### config.mk
export PLATFORM = sky130hd
export DESIGN_NAME = i2c_cmd_seq
export DESIGN_NICKNAME = d
export VERILOG_FILES = /design/src/rtl/i2c_seq_pkg.sv /design/src/rtl/i2c_seq_ctrlreg.sv /design/src/rtl/i2c_seq_mode.sv /design/src/rtl/i2c_seq_cmdout.sv /design/src/rtl/i2c_cmd_seq.sv
export SDC_FILE = /design/constraint.sdc
export NUM_CORES = 1
export LEC_CHECK = 0
export ABC_AREA = 1
export BUFFER_PORTS_ARGS = -buffer_cell sky130_fd_sc_hd__clkbuf_2
export CAP_MARGIN = 20
export CELL_PAD_IN_SITES_DETAIL_PLACEMENT = 0
export CELL_PAD_IN_SITES_GLOBAL_PLACEMENT = 1
export CORE_MARGIN = 2
export CORE_UTILIZATION = 27
export CTS_CLUSTER_DIAMETER = 80
export DETAILED_ROUTE_END_ITERATION = 16
export PLACE_DENSITY = 0.8
export SLEW_MARGIN = 20
export SYNTH_ARGS = -nofsm -noshare
export SYNTH_HDL_FRONTEND = slang
export SYNTH_HIERARCHICAL = 1
export SYNTH_SLANG_ARGS = --single-unit
### constraint.sdc
create_clock -name clk -period 1.6 [get_ports clk]
set_input_delay 0.4 -clock clk [delete_from_list [all_inputs] [get_ports clk]]
set_output_delay 0.4 -clock clk [all_outputs]
set_load 0.005 [all_outputs]
### src/rtl/i2c_seq_pkg.sv
package i2c_seq_pkg;
  localparam int CTRL_W  = 4;
  localparam int BIT_IF  = 0;
  localparam int BIT_MS  = 1;
  localparam int BIT_RS  = 2;
  localparam int BIT_BEN = 3;

  typedef enum logic [1:0] {
    CMD_NONE   = 2'd0,
    CMD_START  = 2'd1,
    CMD_RSTART = 2'd2,
    CMD_STOP   = 2'd3
  } cmd_e;
endpackage

### src/rtl/i2c_seq_ctrlreg.sv
module i2c_seq_ctrlreg (
  input  logic clk,
  input  logic rst,
  input  logic wr_en,
  input  logic wr_ben,
  input  logic wr_flag,
  input  logic set_done,
  input  logic clr_cmd,
  output logic ben_q,
  output logic flag_q
);
  logic clr_wr;
  assign clr_wr = wr_en & ~wr_flag;

  always_ff @(posedge clk) begin
    if (rst) begin
      ben_q  <= 1'b0;
      flag_q <= 1'b0;
    end else begin
      if (wr_en) ben_q <= wr_ben;
      // a transfer-complete event is never lost to a clear in the same cycle
      if (set_done)               flag_q <= 1'b1;
      else if (clr_wr || clr_cmd) flag_q <= 1'b0;
    end
  end
endmodule

### src/rtl/i2c_seq_mode.sv
module i2c_seq_mode (
  input  logic clk,
  input  logic rst,
  input  logic wr_en,
  input  logic wr_ms,
  input  logic wr_rs,
  input  logic flag,
  input  logic bus_busy,
  input  logic arb_lost,
  input  logic slv_hit,
  output logic master_q,
  output logic pend_q,
  output logic do_start,
  output logic do_rs,
  output logic do_stop
);
  logic ms_one, ms_zero, in_mint, start_now, launch, set_pend, cancel;

  always_comb begin
    ms_one    = wr_en & wr_ms;
    ms_zero   = wr_en & ~wr_ms;
    in_mint   = master_q & flag & ~arb_lost;
    do_stop   = ms_zero & in_mint;
    do_rs     = wr_en & wr_rs & wr_ms & in_mint;
    start_now = ms_one & ~master_q & ~bus_busy & ~pend_q;
    launch    = pend_q & ~bus_busy & ~slv_hit & ~arb_lost;
    do_start  = start_now | launch;
    set_pend  = ms_one & ~master_q & bus_busy & ~slv_hit & ~arb_lost;
    cancel    = slv_hit | arb_lost | ms_zero;
  end

  always_ff @(posedge clk) begin
    if (rst) begin
      master_q <= 1'b0;
      pend_q   <= 1'b0;
    end else begin
      if (arb_lost && master_q) master_q <= 1'b0;
      else if (do_stop)         master_q <= 1'b0;
      else if (do_start)        master_q <= 1'b1;

      if (do_start || cancel) pend_q <= 1'b0;
      else if (set_pend)      pend_q <= 1'b1;
    end
  end
endmodule

### src/rtl/i2c_seq_cmdout.sv
module i2c_seq_cmdout
  import i2c_seq_pkg::*;
(
  input  logic clk,
  input  logic rst,
  input  logic req_start,
  input  logic req_rs,
  input  logic req_stop,
  output logic cmd_start,
  output logic cmd_rstart,
  output logic cmd_stop
);
  cmd_e sel, cmd_q;

  always_comb begin
    if (req_stop)       sel = CMD_STOP;
    else if (req_rs)    sel = CMD_RSTART;
    else if (req_start) sel = CMD_START;
    else                sel = CMD_NONE;
  end

  always_ff @(posedge clk) begin
    if (rst) cmd_q <= CMD_NONE;
    else     cmd_q <= sel;
  end

  assign cmd_start  = (cmd_q == CMD_START);
  assign cmd_rstart = (cmd_q == CMD_RSTART);
  assign cmd_stop   = (cmd_q == CMD_STOP);
endmodule

### src/rtl/i2c_cmd_seq.sv
module i2c_cmd_seq
  import i2c_seq_pkg::*;
(
  input  logic              clk,
  input  logic              rst,
  input  logic              wr_en,
  input  logic [CTRL_W-1:0] wr_data,
  input  logic              bus_busy,
  input  logic              arb_lost,
  input  logic              xfer_done,
  input  logic              bus_err,
  input  logic              slv_hit,
  output logic              cmd_start,
  output logic              cmd_rstart,
  output logic              cmd_stop,
  output logic              master,
  output logic              pending,
  output logic              int_flag,
  output logic              irq,
  output logic [CTRL_W-1:0] ctrl_rd
);
  logic ben_q, req_start, req_rs, req_stop;

  i2c_seq_ctrlreg u_reg (
    .clk(clk), .rst(rst), .wr_en(wr_en),
    .wr_ben(wr_data[BIT_BEN]), .wr_flag(wr_data[BIT_IF]),
    .set_done(xfer_done), .clr_cmd(req_stop | req_rs),
    .ben_q(ben_q), .flag_q(int_flag)
  );

  i2c_seq_mode u_mode (
    .clk(clk), .rst(rst), .wr_en(wr_en),
    .wr_ms(wr_data[BIT_MS]), .wr_rs(wr_data[BIT_RS]),
    .flag(int_flag), .bus_busy(bus_busy), .arb_lost(arb_lost),
    .slv_hit(slv_hit), .master_q(master), .pend_q(pending),
    .do_start(req_start), .do_rs(req_rs), .do_stop(req_stop)
  );

  i2c_seq_cmdout u_cmd (
    .clk(clk), .rst(rst), .req_start(req_start), .req_rs(req_rs),
    .req_stop(req_stop), .cmd_start(cmd_start), .cmd_rstart(cmd_rstart),
    .cmd_stop(cmd_stop)
  );

  assign irq = ben_q & bus_err;

  always_comb begin
    ctrl_rd          = '0;
    ctrl_rd[BIT_BEN] = ben_q;
    ctrl_rd[BIT_MS]  = master;
    ctrl_rd[BIT_IF]  = int_flag;
  end
endmodule

Word level (Yosys, flattened, before mapping)
Index checks and enable logic that the tools add are counted.
{ "totals": {"regBits": 6, "inputBits": 12} }
{ "classes": {"eq_ne": 3, "mux": 5, "bitwise": 30, "n_reduce_logical": 6} }
{ "op_table": {"columns": ["op", "n"], "rows": [
  ["$and A1 B1 Y1", 19],
  ["$not A1 Y1", 7],
  ["$eq A2 B2 Y1 const B", 2],
  ["$mux W2", 2],
  ["$or A1 B1 Y1", 4],
  ["$mux W1", 3],
  ["$reduce_or A3 Y1", 1],
  ["$eq A2 B1 Y1 const B", 1],
  ["$logic_or A1 B1 Y1", 2],
  ["$reduce_bool A2 Y1", 1],
  ["$reduce_or A2 Y1", 1],
  ["$logic_and A1 B1 Y1", 1]
]} }

Depth between registers and ports, before layout
Gate-level depths: netlist of run 1.
{ "depth": {"depth_word": 8, "depth_mapped": 8, "mapped_depth_nobuf": 8} }

By module
Netlist of run 1, hierarchy kept.
{ "by_module_without_submodules": {"columns": ["module", "instances", "cells_per_inst", "area_each_um2", "seq_area_each_um2"], "rows": [
  ["i2c_seq_mode", 1, 28, 168.9, 40.0],
  ["i2c_seq_cmdout", 1, 13, 90.1, 40.0],
  ["i2c_seq_ctrlreg", 1, 12, 82.6, 40.0],
  ["i2c_cmd_seq", 1, 10, 52.6, 0.0]
]} }

Worst setup path after synthesis of run 1
No wires, ideal clock.
{ "synth_timing": {"path_type": "input to register", "from": "in arb_lost", "to": "reg u_reg.flag_q", "setup_ns": 0.116, "arrival_ns": 1.062, "t_required_ns": 1.484, "path_slack_ns": 0.422, "stages": 8, "path_buffers": 0, "path_cell_list": "inv_1 > nand3_2 > nor3b_1 > inv_1 > nand2_1 > nor2_1 > nand2_1 > a21oi_1"} }
{ "synth_via": {"elab_chain_cells": 6, "word_cells_on_any_way": 7, "classes_between": "bitwise (5); reduce/logical (2)"} }
{ "synth_lines": {"columns": ["item", "line", "text"], "rows": [
  ["from (decl)", "i2c_cmd_seq.sv:9", "input logic arb_lost,"],
  ["$not A1 Y1", "i2c_seq_mode.sv:22", "in_mint = master_q & flag & ~arb_lost;"],
  ["$and A1 B1 Y1", "i2c_seq_mode.sv:22", null],
  ["$and A1 B1 Y1", "i2c_seq_mode.sv:24", "do_rs = wr_en & wr_rs & wr_ms & in_mint;"],
  ["net req_rs", "i2c_cmd_seq.sv:22", "logic ben_q, req_start, req_rs, req_stop;"],
  ["$or A1 B1 Y1", "i2c_cmd_seq.sv:27", ".set_done(xfer_done), .clr_cmd(req_stop | req_rs),"],
  ["$logic_or A1 B1 Y1", "i2c_seq_ctrlreg.sv:23", "else if (clr_wr || clr_cmd) flag_q <= 1'b0;"],
  ["$reduce_bool A2 Y1 (no source line)", null, null],
  ["to (signal assigned)", "i2c_seq_ctrlreg.sv:18", "flag_q <= 1'b0;"],
  ["to (signal assigned)", "i2c_seq_ctrlreg.sv:22", "if (set_done) flag_q <= 1'b1;"],
  ["to (signal assigned)", "i2c_seq_ctrlreg.sv:23", null],
  ["to (decl)", "i2c_seq_ctrlreg.sv:10", "output logic flag_q"]
]} }
The timed path passes the listed nets, and every way through them passes these cells.
A chain may end at the register's enable or synchronous reset.

Worst setup path after layout of run 1
{ "layout_timing": {"from": "reg u_mode.master_q", "to": "reg u_reg.flag_q"} }
{ "layout_via": {"elab_chain_cells": 6, "word_cells_on_any_way": 7, "classes_between": "bitwise (5); reduce/logical (2)"} }
{ "layout_lines": {"columns": ["item", "line", "text"], "rows": [
  ["from (decl)", "i2c_seq_mode.sv:11", "output logic master_q,"],
  ["from (signal assigned)", "i2c_seq_mode.sv:34", "master_q <= 1'b0;"],
  ["from (signal assigned)", "i2c_seq_mode.sv:37", "if (arb_lost && master_q) master_q <= 1'b0;"],
  ["from (signal assigned)", "i2c_seq_mode.sv:38", "else if (do_stop) master_q <= 1'b0;"],
  ["$and A1 B1 Y1 (2 in a row)", "i2c_seq_mode.sv:22", null],
  ["$and A1 B1 Y1", "i2c_seq_mode.sv:24", null],
  ["net req_rs", "i2c_cmd_seq.sv:22", null],
  ["$or A1 B1 Y1", "i2c_cmd_seq.sv:27", null],
  ["$logic_or A1 B1 Y1", "i2c_seq_ctrlreg.sv:23", null],
  ["$reduce_bool A2 Y1 (no source line)", null, null]
]} }
The timed path passes the listed nets, and every way through them passes these cells.

==> results.py, run 1 <==
metrics = {
    "sta": {
        "finalHoldViolations": 0,
        "hold_ws_ps": 382,
        "final_max_slew_viol_count": 0,
        "layout_min_cycle_time_ps": 1230,
        "setup_viol_count_final": 0,
        "setup_ws_ps": 374,
        "max_freq_mhz": 816,
        "min_period_over_period_pct": 76.6,
        "finalSetupTns_ps": 0,
        "rsz0062_at_grt": "false",
        "fin_skew_ps": 1.97,
    },
    "logic_synthesis": {
        "synth_cell_types": 19,
        "synth_cells": 63,
        "syn_area_sq_um": 394,
        "yosysWarnings": 6,
        "syn_area_per_cell_sq_um": 6.26,
        "synth_seq_cells": 6,
        "synth_seq_area_share_pct": 30.5,
        "syn-num-nets": 75,
    },
    "critical_path": {
        "endpoint": "u_reg/flag_q$_SDFFE_PP0P_",
        "reg2reg_slack_ps": 370,
        "cpMostUsedCell": "nand2_1",
        "rr_startpoint": "u_mode/master_q$_SDFFE_PP0P_",
        "path_delay_family": "simple AND/OR/NAND/NOR gates",
        "crit_arrival_ps": 1350,
        "rr_worst_depth": 7,
        "worstSetupPathType": "flip-flop to flip-flop",
        "crit_slowest_cell": "dfxtp_1",
        "critPathCaptureType": "flip-flop",
        "critPathMaxFanout": 6,
        "r2r_end": "u_reg/flag_q$_SDFFE_PP0P_",
        "path_cells": "nand3_2 -> nor3b_1 -> inv_1 -> nand2_1 -> nor2_1 -> nand2_1 -> a21oi_1",
        "max_stage_delay_ps": 420,
        "critPathBufInv": 1,
        "startpoint": "u_mode/master_q$_SDFFE_PP0P_",
        "critical_path_required_ps": 1720,
        "cp-start-kind": "flip-flop",
        "path_depth": 7,
    },
    "hold_path": {
        "min_path_type": "input pin to flip-flop",
    },
    "drt": {
        "remaining_drc_errors": 0,
        "drt-wirelength-per-cell_microns": 8.03,
        "vias": 399,
        "drtPass1Iterations": 4,
        "drt-initial-drc-count": 3,
        "drt-total-wl_microns": 787,
        "ant_nets": 0,
        "viasPerCell": 4.07,
    },
    "final_layout": {
        "mostFrequentLayoutCells": "21 x clkbuf_2, 18 x inv_1, 9 x nand2_1",
        "drive_gt1_share_pct": 37.3,
        "area_growth_pct": 29.5,
        "nets": 97,
        "design_area_sq_um": 510,
        "layout_commonest_cell": "clkbuf_2",
        "diodes": 0,
        "final_util_pct": 38.3,
    },
    "clock_network": {
        "clk_path_buf_depth": 2,
        "ctsResizeCount": 0,
        "hold_buffers": 0,
        "cts_tree": "yes",
        "cts_setup_buffers": 0,
        "cts.htree.levels": 1,
        "clock-sinks": 6,
        "insertion_delay_ps": 240,
        "path_clk_slew_ps": 40,
        "clockRootBuffer": "clkbuf_4",
        "cts_buffers": 3,
    },
    "power_and_ir_drop": {
        "powerDensity_nw_per_um2": 690,
        "vdd_ir_drop_max_v": 0.000518,
        "leakagePower_nw": 0.306,
    },
    "placed_design": {
        "detailed_place.area_sq_um": 488,
        "pre_cts_slack_ps": 230,
        "globalplace.congestion": 0.767,
        "io_buffers": 21,
        "hpwlAfterDp_microns": 657,
    },
    "floorplanning": {
        "start_util_pct": 29.5,
        "die_x_microns": 42.2,
        "chipHeight_microns": 42.2,
        "io_pins": 23,
        "die_area_sq_um": 1780,
        "core-area_sq_um": 1330,
        "row_count": 13,
    },
    "grt": {
        "overflow": 0,
        "grt_max_degree": 7,
        "grt_pass1_vias": 368,
        "track_usage_pct": 11.4,
        "antenna_found_initial": 0,
        "grt_pass1_wl_microns": 1520,
    },
    "run_status": {
        "outcome": "complete, no violations",
    },
    "flow_run": {
        "max_cap_violations": 0,
    },
}
Yosys cell counts:
| library cell | number | area [sq um] |
|---|---|---|
| a21oi_2 | 1 | 8.76 |
| dfxtp_1 | 6 | 120 |
| nand2_2 | 2 | 12.5 |
| nor3_1 | 1 | 5.00 |
| nor2_1 | 6 | 22.5 |
| inv_2 | 1 | 3.75 |
| nor3b_1 | 1 | 7.51 |
| nand3_2 | 1 | 10.0 |
| nor2_2 | 2 | 12.5 |
| o21bai_1 | 1 | 7.51 |
| nand3_1 | 4 | 20.0 |
| buf_4 | 4 | 30.0 |
| inv_1 | 18 | 67.6 |
| o21ai_0 | 1 | 5.00 |
| a211oi_1 | 1 | 7.51 |
| nand4_1 | 1 | 6.26 |
| conb_1 | 1 | 3.75 |
| nand2_1 | 9 | 33.8 |
| a21oi_1 | 2 | 10.0 |
layer usage:
layer	share of wire [%]	wire (microns)	track usage [%]	up-vias
li1	-	-	-	223
met1	43	337	12.9	161
met2	48	375	17.8	15
met3	9.4	74	7.76	0
met4	0	0	1.88	0
met5	0	0	0	-
cell families after synthesis:
logic type      share of synthesized area [%]
flops                                    30.5
simple gates                             33.0
other cells                             0.951
compound gates                           9.84
buf+inv                                  25.7
power breakdown:
part           switching, mW  internal (mW)
sequential           0.00655          0.156
clock                 0.0477         0.0844
combinational         0.0294         0.0280
metrics by stage:
step / instances / total power, mW
after floorplan: 63 / 0.200
after global placement: 95 / 0.223
after detailed placement: 95 / 0.223
after CTS: 98 / 0.362
after global routing: 98 / 0.385
final: 98 / 0.352
cell type report:
cell class / count / area (sq um)
fill: 164 / 823
multi-input combinational: 34 / 173
timing repair buffer: 21 / 105
tap: 15 / 18.8
sequential: 6 / 120
clock buffer: 3 / 22.5
inverter: 19 / 71.3
flip-flops by register name (all words and copies together) (netlist names):
name / count
u_cmd/cmd_q: 2
u_mode/pend_q: 1
u_mode/master_q: 1
u_reg/flag_q: 1
u_reg/ben_q: 1
worst min path at each step:
stage / startpoint / slack, ps / endpoint / cells after the start
6_report: xfer_done / 380 / u_reg/flag_q$_SDFFE_PP0P_ / 3
5_1_grt: xfer_done / 390 / u_reg/flag_q$_SDFFE_PP0P_ / 3
4_1_cts: wr_data[3] / 380 / u_reg/ben_q$_SDFFE_PP0P_ / 3
3_5_place_dp: u_reg/ben_q$_SDFFE_PP0P_ / 500 / u_reg/ben_q$_SDFFE_PP0P_ / 2
3_3_place_gp: u_reg/ben_q$_SDFFE_PP0P_ / 490 / u_reg/ben_q$_SDFFE_PP0P_ / 2
2_1_floorplan: rst / 460 / u_cmd/cmd_q[0]$_SDFF_PP0_ / 1
worst register-to-register path, cell delays in order (launching register included):
cell and delay (ps):
dfxtp_1 420, nand3_2 130, nor3b_1 300, inv_1 70, nand2_1 60, nor2_1 40
nand2_1 50, a21oi_1 50
(Power assumes the default switching activity.)
==> run 2, diff against run 1 <==
--- a/config.mk
+++ b/config.mk
@@ -11,10 +11,10 @@
 export CELL_PAD_IN_SITES_DETAIL_PLACEMENT = 0
 export CELL_PAD_IN_SITES_GLOBAL_PLACEMENT = 1
 export CORE_MARGIN = 2
-export CORE_UTILIZATION = 27
+export CORE_UTILIZATION = 25
 export CTS_CLUSTER_DIAMETER = 80
 export DETAILED_ROUTE_END_ITERATION = 16
-export PLACE_DENSITY = 0.8
+export PLACE_DENSITY = 0.75
 export SLEW_MARGIN = 20
 export SYNTH_ARGS = -nofsm -noshare
 export SYNTH_HDL_FRONTEND = slang
==> constraint.sdc (replaced) <==
create_clock -name clk -period 1.2 [get_ports clk]
set_input_delay 0.3 -clock clk [delete_from_list [all_inputs] [get_ports clk]]
set_output_delay 0.3 -clock clk [all_outputs]
set_load 0.005 [all_outputs]
==> run 2 against run 1 <==
Net effect: setup slack got worse by 290 ps; cell area rose by 8.3%; sequential share of layout area fell by 1.1 points; cell count grew 5.1%; clock power grew 43%; register-to-register slack got worse by 220 ps; count of clock-buffer cells in the layout stayed put; flip-flop and latch count is the same; critical path depth decreased by 5; non-clock buffer count increased by 4; sequential power up 33%; routed wire length grew 11%; critical endpoint is now ctrl_rd[1]; largest power group unchanged; highest routed layer unchanged.
==> results.py, run 2 (same netlist as run 1, synthesis figures left out) <==
metrics = {
    "grt": {
        "overflow": 0,
        "grt_max_degree": 7,
        "grt_pass1_vias": 380,
        "antenna_found_initial": 0,
        "track_usage_pct": 10.8,
        "grt_pass1_wl_microns": 1470,
    },
    "final_layout": {
        "final_util_pct": 37.1,
        "layout_commonest_cell": "clkbuf_2",
        "nets": 101,
        "area_growth_pct": 40.3,
        "largest_register_ffs": 2,
        "fin_cells": 103,
        "drive_gt1_share_pct": 46.0,
        "mostFrequentLayoutCells": "21 x clkbuf_2, 18 x inv_1, 9 x nand2_1",
        "largest-register": "u_cmd/cmd_q",
        "diodes": 0,
    },
    "floorplanning": {
        "die_x_microns": 43.7,
        "io_pins": 23,
        "core-area_sq_um": 1490,
        "row_count": 14,
        "die_area_sq_um": 1910,
        "start_util_pct": 26.5,
        "chipHeight_microns": 43.7,
    },
    "placed_design": {
        "pre_cts_slack_ps": 17.2,
        "place_inst": 100,
        "globalplace.congestion": 0.773,
        "hpwlAfterDp_microns": 698,
        "io_buffers": 21,
    },
    "critical_path": {
        "path_cells": "buf_4 -> clkbuf_2",
        "critPathCaptureType": "primary output",
        "startpoint": "u_mode/master_q$_SDFFE_PP0P_",
        "critPathBufInv": 2,
        "cp-start-kind": "flip-flop",
        "path_delay_family": "flip-flops",
        "critPathMaxFanout": 5,
        "crit_slowest_cell": "dfxtp_2",
        "crit_arrival_ps": 820,
        "critical_path_required_ps": 900,
        "rr_startpoint": "u_reg/flag_q$_SDFFE_PP0P_",
        "worstSetupPathType": "flip-flop to primary output",
        "max_stage_delay_ps": 320,
    },
    "drt": {
        "drt-total-wl_microns": 875,
        "ant_nets": 0,
        "drt-initial-drc-count": 8,
        "drt-wirelength-per-cell_microns": 8.50,
        "viasPerCell": 4.20,
        "remaining_drc_errors": 0,
        "vias": 433,
        "drtPass1Iterations": 4,
    },
    "power_and_ir_drop": {
        "clock_power_share_pct": 38.3,
        "leakagePower_nw": 0.329,
        "p_sw_share_pct": 25.7,
        "p_switching_mw": 0.127,
        "powerDensity_nw_per_um2": 891,
        "totalPowerFinal_mw": 0.493,
        "vdd_ir_drop_max_v": 0.000486,
        "intPower_mw": 0.366,
        "power_frac_seq_pct": 43.7,
        "power.share.combinational_pct": 17.9,
    },
    "clock_network": {
        "cts_tree": "yes",
        "clk_path_buf_depth": 2,
        "cts.htree.levels": 1,
        "clockRootBuffer": "clkbuf_4",
        "path_clk_slew_ps": 50,
        "cts_buffers": 3,
        "clock-sinks": 6,
        "cts_setup_buffers": 0,
        "insertion_delay_ps": 250,
    },
    "sta": {
        "finalSetupTns_ps": 0,
        "finalHoldViolations": 0,
        "setup_viol_count_final": 0,
        "layout_min_cycle_time_ps": 1120,
        "setup_ws_ps": 82.5,
        "rsz0062_at_grt": "false",
        "min_period_over_period_pct": 93.1,
        "fin_skew_ps": 2.60,
        "final_max_slew_viol_count": 0,
        "max_freq_mhz": 895,
    },
    "flow_run": {
        "max_cap_violations": 0,
    },
    "run_status": {
        "outcome": "complete, no violations",
    },
    "hold_path": {
        "min_path_type": "input pin to flip-flop",
        "min_from": "wr_data[3]",
    },
}
## run 2: cell types whose count changed in the layout (fill, tap and decap cells not counted)
cell / change
nor2_1: -1
nor3b_1: -1
buf_4: +4
nor3b_2: +1
nor2_2: +1
dfxtp_2: +3
dfxtp_1: -3
## run 2: worst min-delay path, stage by stage
cell and delay [ps]:
clkbuf_2 80, inv_1 40, a211oi_1 50
## run 2: metrics by stage
stage | instance area (sq um) | hold slack [ps]
after floorplan | 394 | 362
after global placement | 519 | 502
after detailed placement | 519 | 504
after CTS | 542 | 263
after global routing | 553 | 283
final | 553 | 271
## run 2: area by class of cell
cell class                 instances  area (sq um)
tap                               16          20.0
inverter                          19          71.3
timing repair buffer              25           135
sequential                         6           124
fill                             169           936
multi-input combinational         34           180
clock buffer                       3          22.5
## run 2: repair_timing
item,4_1_cts,5_1_grt
setup endpoints to repair,0,7
gates resized for setup,0,5
hold buffers,0,0
## run 2: path summary, 6_finish.rpt
kind | end | slack (ps) | cells past startpoint
worst min-delay path | u_reg/ben_q$_SDFFE_PP0P_ | 270 | 3
worst min register to register | u_reg/ben_q$_SDFFE_PP0P_ | 510 | 2
worst max register to register | u_reg/flag_q$_SDFFE_PP0P_ | 150 | 7
worst max-delay path | ctrl_rd[1] | 80 | 2
## run 2: layer usage
metal / part of all wire [%] / track usage, % / vias to the layer above
li1: - / - / 231
met1: 44 / 12.8 / 185
met2: 45 / 15.3 / 17
met3: 11 / 7.92 / 0
met4: 0 / 3.64 / 0
met5: 0 / 0 / -
## run 2: power by group through the flow
stage | logic, mW | registers [mW] | clock network [mW]
final | 0.0884 | 0.216 | 0.189
after global placement | 0.0869 | 0.219 | 0
after CTS | 0.0882 | 0.215 | 0.202
after detailed placement | 0.0879 | 0.219 | 0
after floorplan | 0.0476 | 0.220 | 0
after global routing | 0.0989 | 0.217 | 0.223
